--- config.mk ---
export PLATFORM = sky130hd
export DESIGN_NAME = blk_fifo_svc
export DESIGN_NICKNAME = d
export VERILOG_FILES = /design/src/rtl/blk_fifo_svc_pkg.sv /design/src/rtl/svc_byte_fifo.sv /design/src/rtl/svc_req_ctrl.sv /design/src/rtl/blk_fifo_svc.sv
export SDC_FILE = /design/constraint.sdc
export NUM_CORES = 1
export LEC_CHECK = 0
export ABC_AREA = 1
export BUFFER_PORTS_ARGS = -buffer_cell sky130_fd_sc_hd__buf_2
export CORE_ASPECT_RATIO = 0.8
export CORE_MARGIN = 2
export CORE_UTILIZATION = 60
export CTS_CLUSTER_SIZE = 16
export DETAILED_ROUTE_END_ITERATION = 7
export PLACE_DENSITY = 0.8
export SYNTH_ARGS = -nofsm -noshare
export SYNTH_HDL_FRONTEND = slang
export SYNTH_SLANG_ARGS = --single-unit
--- constraint.sdc ---
create_clock -name clk -period 3.8 [get_ports clk]
set_input_delay 0.38 -clock clk [delete_from_list [all_inputs] [get_ports clk]]
set_output_delay 0.38 -clock clk [all_outputs]
set_load 0.05 [all_outputs]
--- src/rtl/blk_fifo_svc_pkg.sv ---
package blk_fifo_svc_pkg;

    localparam int BLK_BYTES = 4;
    localparam int CNT_W     = 16;
    localparam int DW        = 8;

    typedef enum int unsigned {
        OPB_OUT_NE   = 4,
        OPB_IN_NE    = 5,
        OPB_OUT_FULL = 6,
        OPB_IN_FULL  = 7,
        OPB_OUT_SVC  = 8,
        OPB_IN_SVC   = 9,
        OPB_OUT_DONE = 10,
        OPB_IN_DONE  = 11
    } op_bit_e;

    typedef enum int unsigned {
        ERB_IN_OVER   = 2,
        ERB_OUT_UNDER = 3,
        ERB_IN_UNDER  = 4,
        ERB_OUT_OVER  = 5
    } err_bit_e;

    typedef struct packed {
        logic in_done;
        logic out_done;
        logic in_svc;
        logic out_svc;
        logic in_full;
        logic out_full;
        logic in_ne;
        logic out_ne;
    } op_flags_t;

    function automatic logic [15:0] pack_status(input op_flags_t f);
        logic [15:0] w;
        w = '0;
        w[OPB_OUT_NE]   = f.out_ne;
        w[OPB_IN_NE]    = f.in_ne;
        w[OPB_OUT_FULL] = f.out_full;
        w[OPB_IN_FULL]  = f.in_full;
        w[OPB_OUT_SVC]  = f.out_svc;
        w[OPB_IN_SVC]   = f.in_svc;
        w[OPB_OUT_DONE] = f.out_done;
        w[OPB_IN_DONE]  = f.in_done;
        return w;
    endfunction

endpackage

--- src/rtl/svc_byte_fifo.sv ---
module svc_byte_fifo #(
    parameter int DEPTH = 8,
    parameter int W     = 8,
    localparam int AW   = $clog2(DEPTH),
    localparam int CW   = $clog2(DEPTH + 1)
) (
    input  logic          clk,
    input  logic          rst,
    input  logic          clear,
    input  logic          push,
    input  logic [W-1:0]  din,
    input  logic          pop,
    output logic [W-1:0]  head,
    output logic [CW-1:0] count,
    output logic          full,
    output logic          empty
);

    logic [W-1:0]  mem [DEPTH];
    logic [AW-1:0] wr_ptr, rd_ptr;

    function automatic logic [AW-1:0] bump(input logic [AW-1:0] p);
        return (p == AW'(DEPTH - 1)) ? '0 : p + 1'b1;
    endfunction

    assign full  = (count == CW'(DEPTH));
    assign empty = (count == '0);
    assign head  = mem[rd_ptr];

    always_ff @(posedge clk) begin
        if (rst || clear) begin
            wr_ptr <= '0;
            rd_ptr <= '0;
            count  <= '0;
        end else begin
            if (push) begin
                mem[wr_ptr] <= din;
                wr_ptr      <= bump(wr_ptr);
            end
            if (pop) rd_ptr <= bump(rd_ptr);
            if (push && !pop)      count <= count + 1'b1;
            else if (pop && !push) count <= count - 1'b1;
        end
    end

    assert_no_push_full_R8: assert property (@(posedge clk) disable iff (rst)
        !(push && full));
    assert_no_pop_empty_R9: assert property (@(posedge clk) disable iff (rst)
        !(pop && empty));

endmodule

--- src/rtl/svc_req_ctrl.sv ---
module svc_req_ctrl #(
    parameter int BLK   = 4,
    parameter int CNT_W = 16,
    parameter int AVW   = 4,
    localparam int CRW  = $clog2(BLK + 1)
) (
    input  logic             clk,
    input  logic             rst,
    input  logic             clear,
    input  logic             enable,
    input  logic [AVW-1:0]   avail,
    input  logic [CNT_W-1:0] remaining,
    input  logic             consume,
    input  logic             ack,
    output logic             svc,
    output logic [CRW-1:0]   credit
);

    logic [CNT_W-1:0] grant;
    logic             raise;

    assign grant = (remaining < CNT_W'(BLK)) ? remaining : CNT_W'(BLK);
    assign raise = enable && !svc && (credit == '0) && (remaining != '0)
                   && (CNT_W'(avail) >= grant);

    always_ff @(posedge clk) begin
        if (rst || clear) begin
            svc    <= 1'b0;
            credit <= '0;
        end else if (raise) begin
            svc    <= 1'b1;
            credit <= CRW'(grant);
        end else begin
            if (ack) svc <= 1'b0;
            if (consume && credit != '0) credit <= credit - 1'b1;
        end
    end

    assert_credit_within_owed_R4: assert property (@(posedge clk) disable iff (rst)
        CNT_W'(credit) <= remaining);
    assert_raise_loads_credit_R2: assert property (@(posedge clk) disable iff (rst)
        $rose(svc) |-> (credit != '0) && ($past(credit) == '0));

endmodule

--- src/rtl/blk_fifo_svc.sv ---
module blk_fifo_svc
    import blk_fifo_svc_pkg::*;
#(
    parameter int DEPTH = 8
) (
    input  logic        clk,
    input  logic        rst,
    input  logic        run,
    input  logic        in_off,
    input  logic        out_off,
    input  logic [15:0] out_max,
    input  logic [15:0] in_max,
    input  logic        sw_wr,
    input  logic [7:0]  sw_wdata,
    input  logic        sw_rd,
    output logic [7:0]  sw_rdata,
    input  logic        op_wr,
    input  logic [15:0] op_wdata,
    input  logic        err_wr,
    input  logic [5:0]  err_wdata,
    input  logic        tx_pop,
    output logic [7:0]  tx_data,
    input  logic        rx_push,
    input  logic [7:0]  rx_data,
    output logic [15:0] op_status,
    output logic [5:0]  err_status
);

    localparam int CW = $clog2(DEPTH + 1);

    logic clr, out_en, in_en;
    logic [CNT_W-1:0] out_acc, out_sent, in_rcvd, in_taken;
    logic [CNT_W-1:0] out_owed, in_left;
    logic [CW-1:0] out_cnt, in_cnt, out_free;
    logic out_full, out_empty, in_full, in_empty;
    logic [DW-1:0] in_head;
    logic wr_try, out_push, out_pop, rx_try, in_push, in_pop;
    logic out_svc, in_svc;
    logic [5:0] err_q, err_set, err_clr;
    op_flags_t flags;
    logic unused_ok;

    assign clr    = !run;
    assign out_en = run && !out_off;
    assign in_en  = run && !in_off;

    assign out_owed = out_max - out_acc;
    assign in_left  = in_max - in_taken;
    assign out_free = CW'(DEPTH) - out_cnt;

    assign wr_try   = sw_wr && out_en && (out_owed != '0);
    assign out_push = wr_try && !out_full;
    assign out_pop  = tx_pop && !out_empty;
    assign rx_try   = rx_push && in_en && (in_rcvd != in_max);
    assign in_push  = rx_try && !in_full;
    assign in_pop   = sw_rd && !in_empty;

    assign sw_rdata = in_empty ? '0 : in_head;

    svc_byte_fifo #(.DEPTH(DEPTH), .W(DW)) u_tx_fifo (
        .clk(clk), .rst(rst), .clear(clr),
        .push(out_push), .din(sw_wdata), .pop(out_pop),
        .head(tx_data), .count(out_cnt), .full(out_full), .empty(out_empty)
    );

    svc_byte_fifo #(.DEPTH(DEPTH), .W(DW)) u_rx_fifo (
        .clk(clk), .rst(rst), .clear(clr),
        .push(in_push), .din(rx_data), .pop(in_pop),
        .head(in_head), .count(in_cnt), .full(in_full), .empty(in_empty)
    );

    svc_req_ctrl #(.BLK(BLK_BYTES), .CNT_W(CNT_W), .AVW(CW)) u_out_req (
        .clk(clk), .rst(rst), .clear(clr), .enable(out_en),
        .avail(out_free), .remaining(out_owed), .consume(out_push),
        .ack(op_wr && op_wdata[OPB_OUT_SVC]), .svc(out_svc), .credit()
    );

    svc_req_ctrl #(.BLK(BLK_BYTES), .CNT_W(CNT_W), .AVW(CW)) u_in_req (
        .clk(clk), .rst(rst), .clear(clr), .enable(in_en),
        .avail(in_cnt), .remaining(in_left), .consume(in_pop),
        .ack(op_wr && op_wdata[OPB_IN_SVC]), .svc(in_svc), .credit()
    );

    always_ff @(posedge clk) begin
        if (rst || clr) begin
            out_acc  <= '0;
            out_sent <= '0;
            in_rcvd  <= '0;
            in_taken <= '0;
        end else begin
            if (out_push) out_acc  <= out_acc + 1'b1;
            if (out_pop)  out_sent <= out_sent + 1'b1;
            if (in_push)  in_rcvd  <= in_rcvd + 1'b1;
            if (in_pop)   in_taken <= in_taken + 1'b1;
        end
    end

    always_comb begin
        err_set                = '0;
        err_set[ERB_OUT_OVER]  = wr_try && out_full;
        err_set[ERB_IN_UNDER]  = sw_rd && run && in_empty;
        err_set[ERB_OUT_UNDER] = tx_pop && out_empty && out_en && (out_sent != out_max);
        err_set[ERB_IN_OVER]   = rx_try && in_full;
        err_clr                = err_wr ? err_wdata : '0;
    end

    always_ff @(posedge clk) begin
        if (rst) err_q <= '0;
        else     err_q <= ((err_q & ~err_clr) | err_set) & 6'b111100;
    end

    always_comb begin
        flags.out_ne   = !out_empty;
        flags.in_ne    = !in_empty;
        flags.out_full = out_full;
        flags.in_full  = in_full;
        flags.out_svc  = out_svc;
        flags.in_svc   = in_svc;
        flags.out_done = out_en && (out_sent == out_max);
        flags.in_done  = in_en && (in_rcvd == in_max);
    end

    assign op_status  = pack_status(flags);
    assign err_status = err_q;
    assign unused_ok  = ^{op_wdata[15:10], op_wdata[7:0]};

    assert_overrun_drops_R8: assert property (@(posedge clk) disable iff (rst)
        (wr_try && out_full && !tx_pop && run) |=> (out_cnt == $past(out_cnt)));
    assert_err_sticky_R12: assert property (@(posedge clk) disable iff (rst)
        (err_q[ERB_OUT_OVER] && !(err_wr && err_wdata[ERB_OUT_OVER])) |=> err_q[ERB_OUT_OVER]);
    assert_sent_le_accepted_R6: assert property (@(posedge clk) disable iff (rst)
        out_sent <= out_acc);

endmodule

### Word level (Yosys, flattened, before mapping)

Memories as Yosys holds them, arrays and structs flattened. A register that Yosys moved wholly into a read port is not among the register bits.
Index checks and enable logic that the tools add are counted.

* equal/unequal tests: 10
* bitwise logic cells: 3
* $lt $le $gt $ge: 4
* reduce and logical (&&, ||, !) cells: 63
* shift operators: 0
* div/mod/pow operators: 0
* add/sub/neg operators: 17
* multiply operators: 0
* mux-type cells: 30

Operator list (count)
* $add 16x1->16 const B: 4
* $mux 3: 12
* $logic_and 1x1->1: 35
* $eq 16x16->1: 2
* $ge 4x16->1: 2
* $lt 16x3->1 const B: 2
* $mux 16: 2
* $ne 16x16->1: 2
* $reduce_bool 16->1: 2
* $sub 16x16->16: 2
* $mux 4: 4
* $logic_not 1->1: 13
* $add 3x1->3 const B: 4
* $eq 3x3->1 const B: 4
* $reduce_bool 2->1: 6
* $mux 1: 10
* $add 4x1->4 const B: 2
* $eq 4x4->1 const B: 2
* $logic_not 4->1: 2
* $mux 8: 1
* $sub 4x1->4 const B: 2
* $and 6x6->6: 1
* $logic_not 3->1: 2
* $mux 6: 1
* 6 further kinds: 8

* bits in writable memories: 128
* flip-flop bits (word level): 98
* memories: 2
* bits in latches: 0
* logic and storage cells: 145
* memory bits (read-only): 0

Memory list
* u_rx_fifo.mem: depth 8, width 8, read ports 1, clocked after Yosys merged registers in 1, write ports 1, line svc_byte_fifo.sv:19 `logic [W-1:0] mem [DEPTH];`
* u_tx_fifo.mem: depth 8, width 8, read ports 1, clocked after Yosys merged registers in 1, write ports 1, line svc_byte_fifo.sv:19

### Longest topological paths before layout

Gate-level depths: netlist of the first run.

* depth after elaboration: 9
* gate-level depth with buffers: 31
* mapped depth without buffers: 30

### By module

Synthesis of the first run repeated with hierarchy kept, for this count alone.

* cells, all modules: 1707
* area, all modules: 13501.7 um^2

By module, submodules not included
* svc_byte_fifo: area an instance 3275.6 um^2, instances 2, seq. area each 2182.1 um^2, cells each 303
* blk_fifo_svc: area an instance 5994.5 um^2, instances 1, seq. area each 1361.3 um^2, cells each 945
* svc_req_ctrl: area an instance 478.0 um^2, instances 2, seq. area each 80.1 um^2, cells each 78

### Worst setup path after synthesis of the first run

OpenSTA, ideal clock, no wires.

* kind: input port to flip-flop
* start point: in out_max[0]
* end point: reg u_tx_fifo.count[3]
* required time: 3.680 ns
* library setup time: 0.120 ns
* arrival: 3.416 ns
* stages: 26
* setup slack: 0.265 ns
* cells stage by stage: inv_1 -> ha_1 -> fa_1 -> inv_1 -> nand3_1 -> nand2_1 -> xor2_1 -> inv_1 -> nor2_1 -> nand2_1 -> nor2_2 -> nand4_4 -> nand3_4 -> inv_2 -> buf_4 -> ha_1 -> inv_1 -> ha_1 -> nand2_1 -> nor2_1 -> a211oi_1 -> nor2_1 -> nor2_1 -> nand2_1 -> o21ai_0 -> a21oi_1

* longest elaborated chain between the ends: 7
* elaborated cells between the ends (all ways): 9
* those cells by class: add/sub (1); mux (1); reduce/logical (7)

RTL lines
* from (decl): line blk_fifo_svc.sv:11 `input logic [15:0] out_max,`
* $sub 16x16->16 (*): line blk_fifo_svc.sv:47 `assign out_owed = out_max - out_acc;`
* $reduce_bool 16->1 (*): line blk_fifo_svc.sv:51 `assign wr_try = sw_wr && out_en && (out_owed != '0);`
* $logic_and 1x1->1 (*): line blk_fifo_svc.sv:51
* $logic_and 1x1->1 (*): line blk_fifo_svc.sv:52 `assign out_push = wr_try && !out_full;`
* via out_push: line blk_fifo_svc.sv:37 `logic wr_try, out_push, out_pop, rx_try, in_push, in_pop;`
* $logic_not 1->1: line svc_byte_fifo.sv:42 `else if (pop && !push) count <= count - 1'b1;`
* $logic_and 1x1->1: line svc_byte_fifo.sv:42
* $reduce_bool 2->1 (no line)
* to (signal assigned): line svc_byte_fifo.sv:41 `if (push && !pop) count <= count + 1'b1;`
* to (signal assigned): line svc_byte_fifo.sv:42
* to (decl): line svc_byte_fifo.sv:14 `output logic [CW-1:0] count,`

The timed path passes the listed nets; every way through them passes the cells marked *.
A chain may end at the register's enable or synchronous reset.

### Final worst setup path of the first run

* start point: reg in_taken[2]
* end point: reg u_in_req.credit[0]

* longest elaborated chain between the ends: 6
* elaborated cells between the ends (all ways): 9
* those cells by class: add/sub (1); order compare (2); mux (2); reduce/logical (4)

RTL lines
* from (decl): line blk_fifo_svc.sv:32 `logic [CNT_W-1:0] out_acc, out_sent, in_rcvd, in_taken;`
* from (signal assigned): line blk_fifo_svc.sv:94 `if (in_pop) in_taken <= in_taken + 1'b1;`
* $sub 16x16->16 (*): line blk_fifo_svc.sv:48 `assign in_left = in_max - in_taken;`
* $lt 16x3->1: line svc_req_ctrl.sv:22 `assign grant = (remaining < CNT_W'(BLK)) ? remaining : CNT_W'(BLK);`
* $mux 16: line svc_req_ctrl.sv:22
* $ge 4x16->1: line svc_req_ctrl.sv:24 `&& (CNT_W'(avail) >= grant);`
* $logic_and 1x1->1: line svc_req_ctrl.sv:24
* $mux 3 / $reduce_bool 2->1 (equally long branches)
* to (signal assigned): line svc_req_ctrl.sv:32 `credit <= CRW'(grant);`
* to (signal assigned): line svc_req_ctrl.sv:35 `if (consume && credit != '0) credit <= credit - 1'b1;`
* to (decl): line svc_req_ctrl.sv:16 `output logic [CRW-1:0] credit`

Mark *: on every way between the ends. The rest lies on a longest branch, timed or not.

==> qor.yml, run 1 <==
setup_path:
  required_ps: 4210
  r2r_setup_slack_ps: 300
  reg2reg_to: "u_in_req.credit[0]"
  critPathCaptureType: "register"
  rr_startpoint: "in_taken[2]"
  cp-startpoint: "in_taken[2]"
  startpoint_type: "register"
  path_class: "register to register"
  cp_max_fo: 7
  arrival_ps: 3910
  rr_worst_depth: 25
power_and_ir_drop:
  pwr-share-seq_pct: 46.5
  power_mw: 5.73
  switching_share_pct: 26.1
  p_leak_nw: 5.91
  switchingPower_mw: 1.49
  peakVddDrop_mv: 0.396
  pwr-share-comb_pct: 13.8
  p_per_area_nw_per_um2: 394
  pwr-share-clk_pct: 39.7
  p_int_mw: 4.24
global_routing:
  grt_pass1_vias: 10000
  grt_max_degree: 54
  grt_overflow: 0
  track_usage_pct: 25.7
  grt_antenna_before_repair: 0
  grt_pass1_wl_um: 47800
sta:
  finalHoldViolations: 0
  drv_slew: 0
  fmax_ghz: 0.285
  clock-skew-final_ps: 15.2
  fin_crit_ps: 3500
  worst_slew_pin_slew_ps: 1010
  slew_headroom_pct: 32.4
  fin_setup_tns_ps: 0
  setup_viol: 0
  fin_crit_sh_pct: 92.2
outcome:
  status: "complete, no violations"
floorplanning:
  die-area_um2: 22500
  core_area_um2: 20800
  start_util_pct: 61.5
  io_pins: 119
  die_h_um: 134
  placementRows: 47
  die_w_um: 167
worst_hold_path:
  min_path_type: "primary input to register"
  holdPathStages: 4
  min_from: "err_wdata[2]"
  hold-path-endpoint: "err_status[2]"
cts:
  clockBufferDepth: 3
  clockRootBuffer: "clkbuf_16"
  cts_tree: "done"
  numCtsBuffers: 23
  clkLatencyLatePin_ps: 510
  path_clk_slew_ps: 60
  cts_hold_buf: 0
  htreeDepth: 1
  clock_sink_count: 230
synth:
  netlist_area_um2: 12800
  synth_top_family_by_area: "simple AND/OR/NAND/NOR gates"
  ys_seq_elements: 230
  ys_warn_count: 0
  yosysSeqAreaShare_pct: 46.1
  synthXorXnorAreaFrac_pct: 4.19
  synth_area_per_cell_um2: 8.12
  synth_compound_area_share_pct: 11.7
  yosysUniqueCellTypes: 49
  synth.area.mux_share_pct: 0
  synth-adder-area-share_pct: 6.61
  synthSimpleGateAreaFrac_pct: 23.3
  netlist_instances: 1572
routing:
  drt-pass1-iter-count: 5
  ant_nets: 0
  drc_errors: 0
  viasPerCell: 5.47
  drt_iter0_drc: 754
  num_vias: 10700
  routed_wire_length_per_instance_um: 15.0
  routed_wirelength_um: 29300
place:
  dp_hpwl_um: 20800
  routabilityCongestion: 0.897
  portBuffers: 92
finish:
  final_cell_mix: "nand2_1 (279), nor2_1 (217), inv_1 (191)"
  drive_above_1_share_pct: 13.5
  final_common_cell: "nand2_1"
  syn_to_final_growth_pct: 13.9
  fin_nets: 1823
  num_antenna_cells: 0
  utilization_pct: 70.0
job:
  drv_cap: 0
worst max path at each step:
stage / to / slack, ps / depth (start not counted)
2_1_floorplan: u_tx_fifo.count[3] / 260 / 26
3_3_place_gp: u_in_req.credit[2] / -130 / 25
3_5_place_dp: u_in_req.credit[1] / -350 / 26
5_1_grt: u_out_req.credit[1] / -20 / 29
4_1_cts: u_in_req.credit[2] / 10 / 23
6_report: u_in_req.credit[0] / 300 / 25
critical path, cell delays in order, from the launching register on:
cell and delay (ps):
dfxtp_1 320, inv_1 160, ha_4 240, buf_4 140, nand3_1 90, nand2_2 80
buf_4 130, nand2_1 60, nand2_2 70, xor2_1 150, inv_1 60, nand2_1 70
nor4b_4 290, nand2_1 90, nor2_2 100, nand2_1 70, ha_1 270, a21boi_1 140
o21a_1 170, o21a_1 170, o21ai_2 120, inv_2 90, nand2_4 110, nand3_1 70
nand2_1 80, nor2_1 50
sequential cells by signal, summed over array words and instances (netlist names), named ones only:
| name | count |
|---|---|
| u_out_req.credit | 3 |
| in_rcvd | 16 |
| out_sent | 16 |
| u_rx_fifo.mem | 64 |
| err_status | 4 |
| u_tx_fifo.count | 4 |
| out_acc | 16 |
| u_rx_fifo.rd_ptr | 3 |
| in_taken | 16 |
| u_rx_fifo.wr_ptr | 3 |
| u_out_req.svc | 1 |
| u_tx_fifo.rd_ptr | 3 |
| u_in_req.svc | 1 |
| u_in_req.credit | 3 |
| u_rx_fifo.count | 4 |
| u_tx_fifo.wr_ptr | 3 |
| u_tx_fifo.mem | 64 |
synth_stat cells (all sizes together):
cell type | number | area (um^2)
o211ai | 1 | 7.51
xor2 | 43 | 377
and2 | 3 | 18.8
ha | 61 | 763
nor2 | 229 | 875
nor3 | 39 | 210
a211oi | 3 | 22.5
o21ai | 128 | 641
clkinv | 2 | 7.51
o22ai | 16 | 100
fa | 4 | 80.1
o21a | 9 | 67.6
o31ai | 1 | 7.51
or2 | 4 | 25.0
o211a | 2 | 20.0
nor4 | 13 | 81.3
buf | 21 | 154
nand3b | 9 | 71.3
edfxtp | 128 | 3840
nor4b | 1 | 8.76
o21bai | 2 | 18.8
clkbuf | 30 | 113
dfxtp | 102 | 2040
a31oi | 16 | 100
nand4 | 23 | 159
inv | 199 | 747
nand3 | 71 | 383
nand2 | 288 | 1090
nor3b | 4 | 30.0
conb | 2 | 7.51
xnor2 | 18 | 158
a21oi | 95 | 487
and3 | 3 | 18.8
a21boi | 2 | 26.3
per-stage QoR:
stage          hold slack (ps)  instance area, um^2  cells  setup WS (ps)
3_5_place_dp               452                13500   1919           -354
5_1_grt                    129                14500   1962          -16.1
4_1_cts                    117                14300   1961           12.5
2_1_floorplan              449                12800   1582            265
3_3_place_gp               450                13500   1919           -134
6_report                   128                14500   1962            297
power groups by stage:
stage	Clock (mW)	Combinational, mW	Sequential, mW
2_1_floorplan	0	0.546	2.72
3_3_place_gp	0	0.738	2.72
3_5_place_dp	0	0.756	2.72
4_1_cts	2.30	0.761	2.66
5_1_grt	2.39	0.878	2.67
6_report	2.28	0.793	2.66
layer usage:
metal / up-vias / share of wire [%] / track usage (%)
met5: - / 0 / 0
met4: 0 / 2.8 / 8.05
met3: 53 / 5.7 / 3.43
met2: 299 / 45 / 42.3
met1: 4946 / 46 / 35.7
li1: 5437 / - / -
area by class of cell:
| cell class | count | area, um^2 |
|---|---|---|
| fill | 1638 | 6220 |
| multi-input combinational | 1100 | 6120 |
| sequential | 230 | 5890 |
| inverter | 201 | 754 |
| timing repair buffer | 121 | 678 |
| clock buffer | 28 | 604 |
| tap | 269 | 337 |
| clock inverter | 13 | 148 |
cells by family after synthesis:
kind of cell	Yosys count
other cells	2
xor+xnor	61
simple gates	687
flops	230
fa+ha+maj	65
buf+inv	252
compound gates	275
what timing repair did:
action / 4_1_cts / 5_1_grt
hold endpoints to repair: 0 / 0
resized for setup: 4 / 50
pin swaps: 3 / 11
setup buffers: 1 / 1
setup endpoints to repair: 4 / 49
No activity file was read; power rests on OpenSTA's default activity.
==> run 2, diff against run 1 <==
Settings changed: ABC_AREA 1 to 0, PLACE_DENSITY 0.8 to 0.81.
==> qor.yml, run 2 <==
sta:
  fin_setup_tns_ps: -3160
  drv_slew: 0
  worst_slew_pin_slew_ps: 1150
  slew_headroom_pct: 22.9
  setup_viol: 9
  fmax_ghz: 0.232
  finalHoldViolations: 0
  whs_ps: 130
  clock-skew-final_ps: 13.5
  finalWorstSetupSlack_ps: -509
  rsz0062_at_grt: "true"
  fin_crit_sh_pct: 113
  fin_crit_ps: 4310
power_and_ir_drop:
  peakVddDrop_mv: 0.394
  p_per_area_nw_per_um2: 379
  pwr-share-clk_pct: 41.1
  power_mw: 5.88
  switching_share_pct: 24.8
  p_leak_nw: 5.91
  p_int_mw: 4.42
  switchingPower_mw: 1.46
  pwr-share-comb_pct: 13.7
  pwr-share-seq_pct: 45.1
synth:
  synth_flop_cell: "edfxtp_1"
  synthTopCellsByCount: "edfxtp_1 (128), nor2_1 (106), dfxtp_1 (102)"
  yosysSeqAreaShare_pct: 48.2
  netlist_instances: 1119
  synth_area_leader_cell: "edfxtp_1"
  netlist_area_um2: 12200
  yosysUniqueCellTypes: 86
  synth_area_per_cell_um2: 10.9
  async_reset_ff_share_pct: 0
  synth_edf_count: 128
  synth_area_leaders: "edfxtp_1 (31%), dfxtp_1 (17%), ha_1 (6.3%), mux4_2 (5.9%), xor2_1 (4.5%)"
  synth_most_common_cell: "edfxtp_1"
  yosys.area.top_type_share_pct: 31.5
  ys_seq_elements: 230
  ys_warn_count: 0
cts:
  clockBufferDepth: 3
  clockRootBuffer: "clkbuf_16"
  cts_tree: "done"
  numCtsBuffers: 24
  path_clk_slew_ps: 60
  clkLatencyLatePin_ps: 520
  htreeDepth: 1
  clock_sink_count: 230
routing:
  drc_errors: 0
  drt_iter0_drc: 721
  num_vias: 9542
  drt-pass1-iter-count: 5
  routed_wirelength_um: 30200
  ant_nets: 0
  routed_wire_length_per_instance_um: 18.3
  viasPerCell: 5.76
place:
  placedCellCount: 1603
  dp_hpwl_um: 20400
  routabilityCongestion: 0.892
  dp_slack_ps: -707
  portBuffers: 92
  post_dp_cell_area_um2: 14300
setup_path:
  startpoint_type: "register"
  arrival_ps: 4750
  cp_max_fo: 4
  critPathCaptureType: "register"
  path_class: "register to register"
  required_ps: 4240
finish:
  drive_above_1_share_pct: 33.1
  utilization_pct: 78.1
  final_common_cell: "buf_4"
  num-fill-cells: 1256
  fin_nets: 1520
  fin_area_um2: 15500
  final_cell_mix: "buf_4 (171), edfxtp_1 (128), nor2_1 (100)"
  finalNonFillerCells: 1656
  top_regs: "u_rx_fifo.mem: 64 flops, u_tx_fifo.mem: 64 flops"
  num_antenna_cells: 0
  syn_to_final_growth_pct: 27.0
floorplanning:
  io_pins: 119
  die_w_um: 163
  placementRows: 46
  core_area_um2: 19900
  die_h_um: 132
  start_util_pct: 61.5
  die-area_um2: 21500
global_routing:
  track_usage_pct: 27.6
  grt_pass1_wl_um: 47400
  grt_antenna_before_repair: 0
  grt_pass1_vias: 9425
  grt_overflow: 0
  grt_max_degree: 92
outcome:
  violations: "negative setup slack"
  status: "finished with violations"
job:
  drv_cap: 0
worst_hold_path:
  min_path_type: "primary input to register"
## run 2: critical path, cell delays in order (launching register included)
cell and delay (ps):
dfxtp_4 360, ha_4 160, fa_2 380, nor2b_4 160, o2111ai_2 160, nand3_2 130, xnor2_2 120, o2111ai_2 140
nor4_2 320, or3b_4 430, or2_4 250, ha_4 250, a21o_1 130, a21o_1 140, a21oi_2 70, or4_4 520
o21a_1 230, a2bb2oi_2 130, nor3_1 150
## run 2: timing repair
action                                  in CTS  in global routing
buffers inserted                             7                  6
hold buffers                                 0                  0
resized for setup                           49                 32
endpoints found under the setup margin      28                 59
pin swaps                                   27                 25
## run 2: area by class of cell
| cell class | count | area (um^2) | area share (%) |
|---|---|---|---|
| clock buffers | 37 | 689 | 4.45 |
| clock inverters | 7 | 121 | 0.783 |
| inverters | 60 | 245 | 1.58 |
| multi-input cells | 789 | 6400 | 41.3 |
| flip-flops and latches | 230 | 5900 | 38.1 |
| well taps | 264 | 330 | 2.13 |
| repair buffers | 269 | 1810 | 11.7 |
## run 2: cells by family (layout without fill, tap and decap cells)
family | after synthesis | in the layout | synth area share [%]
simple gates | 375 | 375 | 15.8
mux | 57 | 57 | 8.07
compound gates | 186 | 186 | 10.2
fa+ha+maj | 65 | 65 | 6.91
xor+xnor | 94 | 94 | 6.75
other cells | 2 | 12 | 0.0615
buf+inv | 110 | 373 | 4.01
flops | 230 | 230 | 48.2
## run 2: final timing paths
check,from,to,slack (ps),cells past startpoint
worst max-delay path,out_acc[0],u_out_req.credit[1],-510,18
worst min-delay path,rx_data[1],u_rx_fifo.mem[2][1],130,1
worst max register to register,out_acc[0],u_out_req.credit[1],-510,18
worst min register to register,err_status[5],err_status[5],460,2
## run 2: per-layer routing
metal	global-route usage, %	up-vias	wire length (um)
li1	-	4584	-
met1	40.1	4598	13500
met2	44.9	319	14400
met3	4.01	41	1890
met4	4.57	0	509
met5	0	-	0
## run 2: power groups by stage
stage          Clock, mW  Sequential (mW)  Combinational (mW)
5_1_grt             2.55             2.66               0.868
3_5_place_dp           0             2.71               0.730
3_3_place_gp           0             2.71               0.714
6_report            2.42             2.65               0.806
2_1_floorplan          0             2.71               0.465
4_1_cts             2.46             2.66               0.769
==> run 3, diff against run 2 <==
Settings changed: SYNTH_HIERARCHICAL set to 1.
==> qor.yml, run 3 <==
finish:
  final_common_cell: "edfxtp_1"
  drive_above_1_share_pct: 30.3
  top_regs: "u_rx_fifo/mem: 64 flops, u_tx_fifo/mem: 64 flops"
  final_cell_mix: "edfxtp_1 (128), buf_4 (112), nor2_1 (107)"
  syn_to_final_growth_pct: 24.5
  num-fill-cells: 1266
  multi_input_area_um2: 6340
  fin_area_um2: 15100
  fin_nets: 1438
  num_antenna_cells: 0
  final-seq-area_um2: 5900
synth:
  synth_edf_count: 128
  synthSimpleGateAreaFrac_pct: 15.9
  netlist_instances: 1083
  synth_flop_cell: "edfxtp_1"
  synth_area_per_cell_um2: 11.2
  synth_most_common_cell: "edfxtp_1"
  async_reset_ff_share_pct: 0
  synth_area_leaders: "edfxtp_1 (32%), dfxtp_1 (17%), mux4_1 (6.5%), ha_1 (6.3%), xor2_1 (4.1%)"
  synth-adder-area-share_pct: 6.93
  yosysUniqueCellTypes: 76
  synthTopCellsByCount: "edfxtp_1 (128), nor2_1 (115), dfxtp_1 (102)"
  synth_compound_area_share_pct: 8.42
  synth_top_family_by_area: "simple AND/OR/NAND/NOR gates"
  ys_seq_elements: 230
  netlist_area_um2: 12200
  synth.area.mux_share_pct: 9.40
  yosys.area.top_type_share_pct: 31.6
  synth_area_leader_cell: "edfxtp_1"
  yosysSeqAreaShare_pct: 48.4
  ys_warn_count: 6
  synthXorXnorAreaFrac_pct: 6.62
outcome:
  violations: "negative setup slack"
  status: "finished with violations"
global_routing:
  grt_max_degree: 55
  grt_antenna_before_repair: 0
  grt_pass1_wl_um: 44100
  grt_overflow: 0
  track_usage_pct: 25.8
  grt_pass1_vias: 8794
cts:
  numCtsBuffers: 24
  clockRootBuffer: "clkbuf_16"
  cts_tree: "done"
  clockBufferDepth: 3
  clkLatencyLatePin_ps: 520
  clock_sink_count: 230
  htreeDepth: 1
  path_clk_slew_ps: 60
sta:
  fmax_ghz: 0.241
  drv_slew: 0
  rsz0062_at_grt: "true"
  fin_crit_ps: 4160
  clock-skew-final_ps: 13.0
  worst_slew_pin_slew_ps: 997
  fin_crit_sh_pct: 109
  finalHoldViolations: 0
  slew_headroom_pct: 33.4
  whs_ps: 130
  setup_viol: 75
  finalWorstSetupSlack_ps: -357
floorplanning:
  start_util_pct: 61.3
  die-area_um2: 21400
  io_pins: 119
  core_area_um2: 19900
  die_h_um: 131
  placementRows: 46
  die_w_um: 163
setup_path:
  worstPathCellList: "ha_4 > fa_2 > nor2b_2 > o21ai_2 > a21boi_2 > o21ai_2 > a21boi_2 > o2111ai_2 > a31oi_2 > a21o_1 > a21oi_2 > xnor2_1 > nor4_1 > and4_4 > ha_4 > a211o_1 > a31oi_4 > a211oi_4 > a21o_2 > a221oi_2"
  path_delay_family: "compound AO/OA/AOI/OAI gates"
  startpoint_type: "register"
  cp_max_fo: 5
  critPathCaptureType: "register"
  path_class: "register to register"
  cpMaxStageDelayCell: "fa_2"
  crit_buf_inv: 0
  r2r_setup_slack_ps: -360
  slowest_delay_ps: 370
  arrival_ps: 4580
  required_ps: 4220
job:
  drv_cap: 0
place:
  portBuffers: 92
  routabilityCongestion: 0.901
  post_dp_cell_area_um2: 14000
  dp_hpwl_um: 19700
routing:
  num_vias: 8993
  drc_errors: 0
  routed_wirelength_um: 28100
  ant_nets: 0
  drt-pass1-iter-count: 5
  routed_wire_length_per_instance_um: 17.9
  viasPerCell: 5.72
  drt_iter0_drc: 521
power_and_ir_drop:
  p_per_area_nw_per_um2: 383
  p_leak_nw: 5.67
  peakVddDrop_mv: 0.441
worst_hold_path:
  min_path_type: "primary input to register"
run 3: cell types whose count changed in the layout (fill, tap and decap cells not counted), moves of 8 or more:
cell and delta:
mux4_1 +30, mux4_2 -30, o21ai_0 +10, buf_4 -59
and2_1 +8, a21o_1 -14, o31ai_1 -8, nand2_1 -11
mux2_2 +8, nand3_1 -14, a21oi_1 -32, or3_1 +14
run 3: through the flow:
step                      cells  setup slack (ps)  util, %  TNS (ps)  power, mW
after global placement     1520              -544     70.4    -20370       3.41
after detailed placement   1520              -668     70.4    -26530       3.43
final                      1573              -357     76.3    -10060       5.79
after CTS                  1568              -307     74.9     -7540       5.81
after floorplan            1092              -538        -     -3210       3.21
after global routing       1573              -544     76.3    -20390       6.00
run 3: final timing paths:
| path | cells after the start | startpoint | to |
|---|---|---|---|
| min reg2reg | 2 | out_acc[11] | out_acc[11] |
| max reg2reg | 20 | in_taken[0] | u_in_req/credit[1] |
| max | 20 | in_taken[0] | u_in_req/credit[1] |
| min | 3 | rx_push | err_status[2] |
run 3: worst reg2reg max path: stages (launching register included):
cell and delay (ps):
dfxtp_2 340, ha_4 170, fa_2 370, nor2b_2 130, o21ai_2 70, a21boi_2 180
o21ai_2 100, a21boi_2 170, o2111ai_2 140, a31oi_2 240, a21o_1 150, a21oi_2 50
xnor2_1 120, nor4_1 270, and4_4 320, ha_4 210, a211o_1 320, a31oi_4 210
a211oi_4 80, a21o_2 200, a221oi_2 240
run 3: logic make-up after synthesis:
kind of cell,count (synthesis)
AO/OA/AOI/OAI,149
XOR/XNOR,92
adder cells (fa/ha/maj),65
buffers and inverters,107
flip-flops,230
multiplexers,61
other,3
AND/OR/NAND/NOR,376
run 3: layout make-up:
type	instances	area share, %
Inverter	61	1.74
Sequential cell	230	38.9
Timing Repair Buffer	220	10.0
Clock inverter	10	0.867
Multi-Input combinational cell	755	41.9
Clock buffer	33	4.39
Tap cell	264	2.18
run 3: repair_timing:
action,4_1_cts,5_1_grt
pin swaps,16,29
resized for setup,23,57
buffers inserted,5,6
endpoints found under the setup margin,75,80
hold buffers,0,0
run 3: routing by layer:
| layer | vias to the layer above | part of all wire [%] | GRT usage [%] |
|---|---|---|---|
| met3 | 35 | 6.1 | 3.57 |
| met1 | 4316 | 43 | 35.7 |
| met2 | 286 | 49 | 43.3 |
| met4 | 0 | 2.0 | 5.90 |
| li1 | 4356 | - | - |
| met5 | - | 0 | 0 |
run 3: report_power, final:
part / internal, mW / total (mW) / switching [mW]
sequential: 2.64 / 2.67 / 0.0302
clock: 1.42 / 2.36 / 0.935
combinational: 0.326 / 0.767 / 0.441
